## src/rtl/spi_flag_pkg.sv

```systemverilog
package spi_flag_pkg;

    localparam int unsigned WORD_W   = 32;
    localparam int unsigned B_RXFULL = 0;
    localparam int unsigned B_THRMT  = 1;
    localparam int unsigned B_MODF   = 2;
    localparam int unsigned B_OVR    = 3;
    localparam int unsigned B_SSRISE = 8;
    localparam int unsigned B_TXMT   = 9;
    localparam int unsigned B_UNDR   = 10;
    localparam int unsigned B_ENA    = 16;

    localparam logic [WORD_W-1:0] USED_MASK =
        (32'd1 << B_RXFULL) | (32'd1 << B_THRMT) | (32'd1 << B_MODF) |
        (32'd1 << B_OVR) | (32'd1 << B_SSRISE) | (32'd1 << B_TXMT) |
        (32'd1 << B_UNDR) | (32'd1 << B_ENA);

    typedef struct packed {
        logic enabled;
        logic ss_rise;
        logic tx_empty;
        logic underrun;
        logic overrun;
        logic mode_fault;
        logic thr_empty;
        logic rx_full;
    } flags_t;

    function automatic logic [WORD_W-1:0] pack_status(input flags_t f);
        logic [WORD_W-1:0] w;
        w           = '0;
        w[B_RXFULL] = f.rx_full;
        w[B_THRMT]  = f.thr_empty;
        w[B_MODF]   = f.mode_fault;
        w[B_OVR]    = f.overrun;
        w[B_SSRISE] = f.ss_rise;
        w[B_TXMT]   = f.tx_empty;
        w[B_UNDR]   = f.underrun;
        w[B_ENA]    = f.enabled;
        return w;
    endfunction

endpackage

```

## src/rtl/spi_ss_edge.sv

```systemverilog
module spi_ss_edge #(
    parameter int unsigned STAGES = 2
) (
    input  logic clk,
    input  logic rst,
    input  logic ss_in,
    input  logic status_clr,
    output logic ss_rise
);
    logic [STAGES-1:0] sync_q;
    logic              prev_q;
    logic              rise_now;

    generate
        if (STAGES == 1) begin : g_one
            always_ff @(posedge clk) begin
                if (rst) sync_q <= '1;
                else     sync_q <= ss_in;
            end
        end else begin : g_chain
            always_ff @(posedge clk) begin
                if (rst) sync_q <= '1;
                else     sync_q <= {sync_q[STAGES-2:0], ss_in};
            end
        end
    endgenerate

    assign rise_now = sync_q[STAGES-1] & ~prev_q;

    always_ff @(posedge clk) begin
        if (rst) begin
            prev_q  <= 1'b1;
            ss_rise <= 1'b0;
        end else begin
            prev_q <= sync_q[STAGES-1];
            if (rise_now)        ss_rise <= 1'b1;
            else if (status_clr) ss_rise <= 1'b0;
        end
    end
endmodule

```

## src/rtl/spi_tx_flags.sv

```systemverilog
module spi_tx_flags (
    input  logic clk,
    input  logic rst,
    input  logic en_cmd,
    input  logic dis_cmd,
    input  logic slave_mode,
    input  logic dly_nonzero,
    input  logic thr_wr,
    input  logic thr_load,
    input  logic shift_done,
    input  logic dly_done,
    input  logic xfer_start,
    input  logic status_clr,
    output logic enabled,
    output logic thr_empty,
    output logic tx_empty,
    output logic underrun
);
    logic dly_wait;
    logic hold_free;
    logic idle_reached;

    assign hold_free    = thr_empty & ~thr_load;
    assign idle_reached = dly_nonzero ? (dly_wait & dly_done) : shift_done;

    always_ff @(posedge clk) begin
        if (rst) begin
            enabled   <= 1'b0;
            thr_empty <= 1'b0;
            tx_empty  <= 1'b0;
            underrun  <= 1'b0;
            dly_wait  <= 1'b0;
        end else begin
            if (dis_cmd)     enabled <= 1'b0;
            else if (en_cmd) enabled <= 1'b1;

            if (dis_cmd)       thr_empty <= 1'b0;
            else if (en_cmd)   thr_empty <= 1'b1;
            else if (enabled) begin
                if (thr_wr)        thr_empty <= 1'b0;
                else if (thr_load) thr_empty <= 1'b1;
            end

            if (thr_wr || thr_load)            dly_wait <= 1'b0;
            else if (shift_done && dly_nonzero) dly_wait <= 1'b1;
            else if (dly_done)                 dly_wait <= 1'b0;

            if (thr_wr)                         tx_empty <= 1'b0;
            else if (en_cmd)                    tx_empty <= 1'b1;
            else if (hold_free && idle_reached) tx_empty <= 1'b1;

            if (enabled && slave_mode && xfer_start && thr_empty) underrun <= 1'b1;
            else if (status_clr)                                  underrun <= 1'b0;
        end
    end
endmodule

```

## src/rtl/spi_rx_flags.sv

```systemverilog
module spi_rx_flags (
    input  logic clk,
    input  logic rst,
    input  logic rx_load,
    input  logic rx_read,
    input  logic mode_fault_evt,
    input  logic status_clr,
    output logic rx_full,
    output logic overrun,
    output logic mode_fault
);
    logic second_load;

    assign second_load = rx_load & rx_full & ~rx_read;

    always_ff @(posedge clk) begin
        if (rst) begin
            rx_full    <= 1'b0;
            overrun    <= 1'b0;
            mode_fault <= 1'b0;
        end else begin
            if (rx_load)      rx_full <= 1'b1;
            else if (rx_read) rx_full <= 1'b0;

            if (second_load)     overrun <= 1'b1;
            else if (status_clr) overrun <= 1'b0;

            if (mode_fault_evt)  mode_fault <= 1'b1;
            else if (status_clr) mode_fault <= 1'b0;
        end
    end
endmodule

```

## src/rtl/spi_flag_keeper.sv

```systemverilog
module spi_flag_keeper
    import spi_flag_pkg::*;
#(
    parameter int unsigned ADDR_W     = 8,
    parameter int unsigned STATUS_OFS = 'h10,
    parameter int unsigned SS_STAGES  = 2
) (
    input  logic              clk,
    input  logic              rst,
    input  logic              en_cmd,
    input  logic              dis_cmd,
    input  logic              slave_mode,
    input  logic              dly_nonzero,
    input  logic              thr_wr,
    input  logic              thr_load,
    input  logic              rx_load,
    input  logic              rx_read,
    input  logic              xfer_start,
    input  logic              shift_done,
    input  logic              dly_done,
    input  logic              mode_fault_evt,
    input  logic              ss_in,
    input  logic              rd_en,
    input  logic [ADDR_W-1:0] rd_addr,
    output logic [WORD_W-1:0] rd_data
);
    localparam logic [ADDR_W-1:0] OFS = STATUS_OFS[ADDR_W-1:0];

    flags_t flags;
    logic   status_clr;

    assign status_clr = rd_en && (rd_addr == OFS);

    spi_tx_flags i_tx (
        .clk        (clk),
        .rst        (rst),
        .en_cmd     (en_cmd),
        .dis_cmd    (dis_cmd),
        .slave_mode (slave_mode),
        .dly_nonzero(dly_nonzero),
        .thr_wr     (thr_wr),
        .thr_load   (thr_load),
        .shift_done (shift_done),
        .dly_done   (dly_done),
        .xfer_start (xfer_start),
        .status_clr (status_clr),
        .enabled    (flags.enabled),
        .thr_empty  (flags.thr_empty),
        .tx_empty   (flags.tx_empty),
        .underrun   (flags.underrun)
    );

    spi_rx_flags i_rx (
        .clk           (clk),
        .rst           (rst),
        .rx_load       (rx_load),
        .rx_read       (rx_read),
        .mode_fault_evt(mode_fault_evt),
        .status_clr    (status_clr),
        .rx_full       (flags.rx_full),
        .overrun       (flags.overrun),
        .mode_fault    (flags.mode_fault)
    );

    spi_ss_edge #(.STAGES(SS_STAGES)) i_ss (
        .clk       (clk),
        .rst       (rst),
        .ss_in     (ss_in),
        .status_clr(status_clr),
        .ss_rise   (flags.ss_rise)
    );

    assign rd_data = status_clr ? pack_status(flags) : '0;
endmodule

```

## config.mk

```make
export PLATFORM = sky130hd
export DESIGN_NAME = spi_flag_keeper
export DESIGN_NICKNAME = d
export VERILOG_FILES = /design/src/rtl/spi_flag_pkg.sv /design/src/rtl/spi_ss_edge.sv /design/src/rtl/spi_tx_flags.sv /design/src/rtl/spi_rx_flags.sv /design/src/rtl/spi_flag_keeper.sv
export SDC_FILE = /design/constraint.sdc
export NUM_CORES = 1
export LEC_CHECK = 0
export ABC_AREA = 1
export BUFFER_PORTS_ARGS = -buffer_cell sky130_fd_sc_hd__buf_2
export CAP_MARGIN = 40
export CORE_UTILIZATION = 43
export DETAILED_ROUTE_END_ITERATION = 12
export PLACE_DENSITY = 0.93
export SLEW_MARGIN = 20
export SYNTH_ARGS = -nofsm -noshare
export SYNTH_HDL_FRONTEND = slang
export SYNTH_HIERARCHICAL = 1
export SYNTH_SLANG_ARGS = --single-unit
```

## constraint.sdc

```tcl
create_clock -name clk -period 2.35 [get_ports clk]
set_input_delay 0.5875 -clock clk [delete_from_list [all_inputs] [get_ports clk]]
set_output_delay 0.5875 -clock clk [all_outputs]
set_load 0.02 [all_outputs]
```

==> run summary, run 1 <==
Outcome: finished, final reports clean
Slowest stage delay, CP: 0.19 ns
Worst Path Arrival: 1.32 ns
TritonCTS clock tree: done
RSZ-0062 raised after global routing: no
Final period utilization: 0.811
Distinct cell type count after synthesis: 17
GR Overflow Total: 0
Max Cap Viol: 0
Leak: 0.000472 uW
Post-CTS Hold Fix Bufs: 0
DRC violations left: 0
First-pass GRT wire length: 2060 um
CP Cell Sequence: buf_2 -> nor2_2 -> nand3_4 -> nor3_2 -> buf_2
Top delay family on crit path: simple AND/OR/NAND/NOR gates
Final net count: 165
CP required: 1.76 ns
Slew Limit Fails: 0
Die width: 45.3 um
Hold Path Class: reg -> reg
Share of cells above drive strength 1: 0.371
Final wirelength: 1280 um
Flops & latches, synth: 12
Initial antenna violation count: 0
Fill cells: 171
Met3 Resource Use GR: 0.0160
Setup Crit Path Kind: in -> out
Via count: 647
Worst Setup End Kind: primary output
Post-Synthesis Cells: 106
Initial core utilization: 0.462
Max Fanout on Critical Path: 9
Worst-path clk slew: 0.07 ns
Peak VDD IR: 0.306 mV
Period minus WS final: 1.91 ns
Post-DP HPWL: 1100 um
Placed Cells: 161
Syn avg cell area: 7.61 sq um
Setup TNS: 0 ns
Setup violations, final: 0
Die Height: 45.3 um
Setup Buffers After CTS: 0
Pwr dens: 496 nW/um^2
H-tree Lvls: 1
Io pins: 56
Area Growth Syn to Fin: 16.0%
FP Rows: 15
Port Buffers: 31
Clock Path Buffers: 2
Crit path launch type: primary input
Post-route insts no fill: 165
Syn Std Cell Area: 807 sq um
Busiest grt layer: met2
DRT antenna net count: 0
Clk Latency, worst-skew pair: 0.27 ns
Post-CTS sizing: 0
Core area: 1750 sq um
Setup Skew: 0.000102 ns
Wirelength per Cell: 7.76 um
Total CTS buffers: 3
Gr usage total: 0.137
Crit path buf inv count: 2
Drt pass-1 iters: 2
Die area: 2050 sq um
Maximum clock rate: 0.524 GHz
Met2 GRT Util: 0.229
Critical Path Slowest Stage Cell: buf_2
Routability-driven placement congestion ratio: 0.753
Final Hold Viols: 0
CTS Sinks: 12
CP most frequent cell: buf_2
Met1 Usage GRT: 0.165
Vias in the first global route: 526
Diodes inserted: 0
YS warnings: 6
Root buf cell: clkbuf_4
DR iter-0 viols: 6
Sequential cell area fraction in the yosys report: 0.298
Largest net degree at the start of global routing: 11
Vias per cell: 3.92
==> final timing paths <==
| path | endpoint | slack [ns] | cells past startpoint | startpoint |
|---|---|---|---|---|
| setup reg to reg | i_tx/tx_empty$_SDFFE_PP0P_ | 1.60 | 4 | i_tx/thr_empty$_SDFFE_PP0P_ |
| hold reg to reg | i_ss/sync_q[1]$_SDFF_PP1_ | 0.41 | 1 | i_ss/sync_q[0]$_SDFF_PP1_ |
| setup / recovery | rd_data[9] | 0.44 | 5 | rd_addr[1] |
| hold / removal | i_ss/sync_q[1]$_SDFF_PP1_ | 0.41 | 1 | i_ss/sync_q[0]$_SDFF_PP1_ |
==> synth_stat cells <==
master | count | area (sq um)
nor3_2 | 8 | 80.1
nand3_4 | 1 | 17.5
conb_1 | 1 | 3.75
a211oi_2 | 1 | 12.5
a21oi_1 | 6 | 30.0
nand3b_4 | 1 | 20.0
nand2_1 | 12 | 45.0
dfxtp_1 | 12 | 240
inv_1 | 18 | 67.6
inv_2 | 2 | 7.51
nor2_2 | 3 | 18.8
a21oi_2 | 1 | 8.76
buf_4 | 24 | 180
nand4_1 | 1 | 6.26
or2_1 | 4 | 25.0
nand3_1 | 2 | 10.0
nor2_1 | 9 | 33.8
==> cell usage in the layout, fill, tap and decap left out, drive strengths merged, types with 4 or more instances in the layout <==
cell and instances:
a21oi 7, buf 31, clkbuf 4, conb 24
dfxtp 12, inv 20, nand2 12, nor2 12
nor3 8, or2 4
==> cell type report <==
cell class                      instances  area, sq um  share of cell area
Timing Repair Buffer                   31          155               0.166
Clock buffer                            4         36.3              0.0388
Inverter                               20         75.1              0.0802
Multi-Input combinational cell         73          398               0.425
Sequential cell                        12          240               0.257
Tap cell                               25         31.3              0.0334
==> sequential cells by signal, indices dropped and copies added (netlist names) <==
name             flops
i_tx/thr_empty       1
i_ss/sync_q          2
i_ss/prev_q          1
i_rx/overrun         1
i_tx/tx_empty        1
i_ss/ss_rise         1
i_tx/underrun        1
i_tx/enabled         1
i_tx/dly_wait        1
i_rx/mode_fault      1
i_rx/rx_full         1
==> kinds of logic after synthesis <==
kind of cell | after synthesis | synth area share
AO/OA/AOI/OAI | 8 | 0.0636
buffers and inverters | 44 | 0.316
other | 1 | 0.00465
flip-flops | 12 | 0.298
AND/OR/NAND/NOR | 41 | 0.318
==> stage by stage <==
step | hold slack [ns] | util | power (uW) | setup WS, ns | instance area (sq um)
final | 0.406 | 0.536 | 465 | 0.443 | 936
after global routing | 0.428 | 0.536 | 489 | 0.371 | 936
after CTS | 0.408 | 0.536 | 472 | 0.427 | 936
after detailed placement | 0.390 | 0.515 | 308 | 0.431 | 900
after global placement | 0.385 | 0.515 | 306 | 0.427 | 900
after floorplan | 0.383 | - | 311 | 0.586 | 893
==> routing by layer <==
metal	up-vias	wire, um
met3	0	81
met5	-	0
met4	0	0
met2	27	681
met1	281	517
li1	339	-
==> power breakdown <==
group | total (uW) | internal [uW] | switching, uW
logic | 87.6 | 25.4 | 62.2
registers | 216 | 212 | 4.57
clock network | 161 | 94.1 | 66.5
Note: power is estimated with default switching activity, not from simulation.
==> run 2, diff against run 1 <==
--- a/config.mk
+++ b/config.mk
@@ -5,12 +5,12 @@
 export SDC_FILE = /design/constraint.sdc
 export NUM_CORES = 1
 export LEC_CHECK = 0
-export ABC_AREA = 1
+export ABC_AREA = 0
 export BUFFER_PORTS_ARGS = -buffer_cell sky130_fd_sc_hd__buf_2
 export CAP_MARGIN = 40
-export CORE_UTILIZATION = 43
+export CORE_UTILIZATION = 40
 export DETAILED_ROUTE_END_ITERATION = 12
-export PLACE_DENSITY = 0.93
+export PLACE_DENSITY = 0.89
 export SLEW_MARGIN = 20
 export SYNTH_ARGS = -nofsm -noshare
 export SYNTH_HDL_FRONTEND = slang
==> constraint.sdc (replaced) <==
create_clock -name clk -period 1.89 [get_ports clk]
set_input_delay 0.4725 -clock clk [delete_from_list [all_inputs] [get_ports clk]]
set_output_delay 0.4725 -clock clk [all_outputs]
set_load 0.02 [all_outputs]
==> run 2 against run 1 <==
Net effect:
- first-iteration DRC count shrank 67%
- die area is 5.3% higher
- critical path depth down 1
- via count grew 4.3%
- sequential cell count did not move
- combinational power rose by 35%
- setup slack got worse by 0.46 ns
- the run now ends with setup timing left
==> run summary, run 2 <==
Peak VDD IR: 0.470 mV
Io pins: 56
Die Height: 46.5 um
Syn Std Cell Area: 792 sq um
Final Hold Viols: 0
Area contributors post-synth: dfxtp_1 30%, buf_4 24%, nor3_2 6.3%, or4b_1 6.3%, nand2b_1 3.2%
Die area: 2160 sq um
Period minus WS final: 1.90 ns
Post-CTS Hold Fix Bufs: 0
Dpl cell area: 895 sq um
Synth top cells by count: 25 x buf_4, 12 x dfxtp_1, 6 x inv_1
CTS Sinks: 12
Max Fanout on Critical Path: 6
Post-synth top area cell: dfxtp_1
Finished Cell Area: 1010 sq um
Vias per cell: 4.47
Die width: 46.5 um
Largest net degree at the start of global routing: 14
Vias in the first global route: 495
Failing checks: setup timing
Final core occ: 0.565
Commonest non-fill, non-tap cell in the layout: conb_1
CP required: 1.42 ns
Initial core utilization: 0.444
EDFF count, synth: 0
Initial antenna violation count: 0
Flops & latches, synth: 12
Setup Buffers After CTS: 0
TritonCTS clock tree: done
Area of the multi-input gates: 460 sq um
Final period utilization: 1.01
Post-synth top flop: dfxtp_1
DR iter-0 viols: 2
Slew Limit Fails: 0
Clock Path Buffers: 2
Worst Path Arrival: 1.43 ns
Port Buffers: 31
Total CTS buffers: 3
Wirelength per Cell: 9.16 um
Fill cells: 182
DRT antenna net count: 0
FF-to-FF setup slack: 0.92 ns
First-pass GRT wire length: 1970 um
Smallest hold slack: 0.368 ns
Maximum clock rate: 0.525 GHz
Post-Synthesis Cells: 91
Setup Crit Path Kind: in -> out
Core area: 1780 sq um
Leak: 0.000463 uW
FP Rows: 15
Setup Skew: 0.00368 ns
Worst-path clk slew: 0.07 ns
Number of flip-flops in the largest register: 2
Worst Setup End Kind: primary output
RSZ-0062 raised after global routing: yes
Most frequent cells in the layout: 24 x conb_1, 23 x buf_2, 9 x dfxtp_1, 9 x buf_4, 6 x inv_1
Pwr dens: 587 nW/um^2
Area Growth Syn to Fin: 27.2%
Max Cap Viol: 0
Post-DP HPWL: 1120 um
Setup violations, final: 3
Hold Path Class: in -> reg
Most flop-heavy register: i_ss/sync_q
Diodes inserted: 0
GR Overflow Total: 0
FF/Latch Area: 244 sq um
Via count: 675
Distinct cell type count after synthesis: 28
Outcome: complete, but fails checks
Yosys top cell area share: 0.303
DRC violations left: 0
Sequential cell area fraction in the yosys report: 0.303
Drt pass-1 iters: 2
Total Power: 591 uW
Syn avg cell area: 8.70 sq um
H-tree Lvls: 1
Post-synthesis async set-or-reset flop share: 0
Final wirelength: 1380 um
Share of cells above drive strength 1: 0.437
Crit path launch type: primary input
Clk Latency, worst-skew pair: 0.27 ns
PnR worst setup slack: -0.0132 ns
Count leader, synth: buf_4
Gr usage total: 0.132
Final net count: 151
Routability-driven placement congestion ratio: 0.732
YS warnings: 6
Root buf cell: clkbuf_4
## run 2: cell count changes after synthesis, moves of 3 or more
cell      previous run  this run
inv_1               18         6
nand2_1             12         1
nor2_1               9         2
nor2_2               3         0
nor3_1               0         3
or4b_1               0         5
nand2b_1             0         4
nor4_1               0         4
nor3_2               8         5
## run 2: kinds of logic after synthesis
family	count (synthesis)	share of synthesized area
AND/OR/NAND/NOR	34	0.321
buffers and inverters	33	0.276
other	1	0.00473
flip-flops	12	0.303
AO/OA/AOI/OAI	11	0.0948
## run 2: power by group
group,internal (uW),switching (uW),total (uW)
registers,264,6.79,271
logic,41.4,76.9,118
clock network,117,84.4,202
total,423,168,591
## run 2: final timing paths
check,from,end,depth (start not counted)
worst max-delay path,rd_addr[5],rd_data[0],4
worst min register to register,i_ss/sync_q[0]$_SDFF_PP1_,i_ss/sync_q[1]$_SDFF_PP1_,1
worst max register to register,i_tx/tx_empty$_SDFFE_PP0P_,i_tx/tx_empty$_SDFFE_PP0P_,3
worst min-delay path,dis_cmd,i_tx/enabled$_SDFFE_PP0P_,2
## run 2: metrics by stage
stage / setup WS (ns) / setup TNS, ns / instances
floorplan: -0.146 / -0.439 / 114
global placement: -0.0208 / -0.0208 / 147
detailed placement: -0.0282 / -0.0561 / 147
CTS: 0.00256 / 0 / 151
global route: -0.0369 / -0.124 / 151
finish: -0.0132 / -0.0156 / 151
## run 2: layout make-up
class,instances,share of cell area
inverters,7,0.0261
well taps,25,0.0311
multi-input cells,69,0.457
flip-flops and latches,12,0.242
repair buffers,34,0.207
clock buffers,4,0.0360
## run 2: per-layer routing
| metal | vias to the layer above | GRT usage | share of wire |
|---|---|---|---|
| li1 | 334 | - | - |
| met3 | 2 | 0.0353 | 0.088 |
| met5 | - | 0 | 0 |
| met1 | 293 | 0.150 | 0.39 |
| met4 | 0 | 0.0706 | 0.014 |
| met2 | 46 | 0.222 | 0.51 |
## run 2: critical path: stages
cell and delay, ns:
buf_8 0.10, or4b_4 0.53, nor3_2 0.17, buf_4 0.16
## run 2: timing repair
| action | 4_1_cts | 5_1_grt |
|---|---|---|
| setup endpoints to repair | 5 | 8 |
| resized for setup | 6 | 16 |
| pin swaps | 0 | 2 |
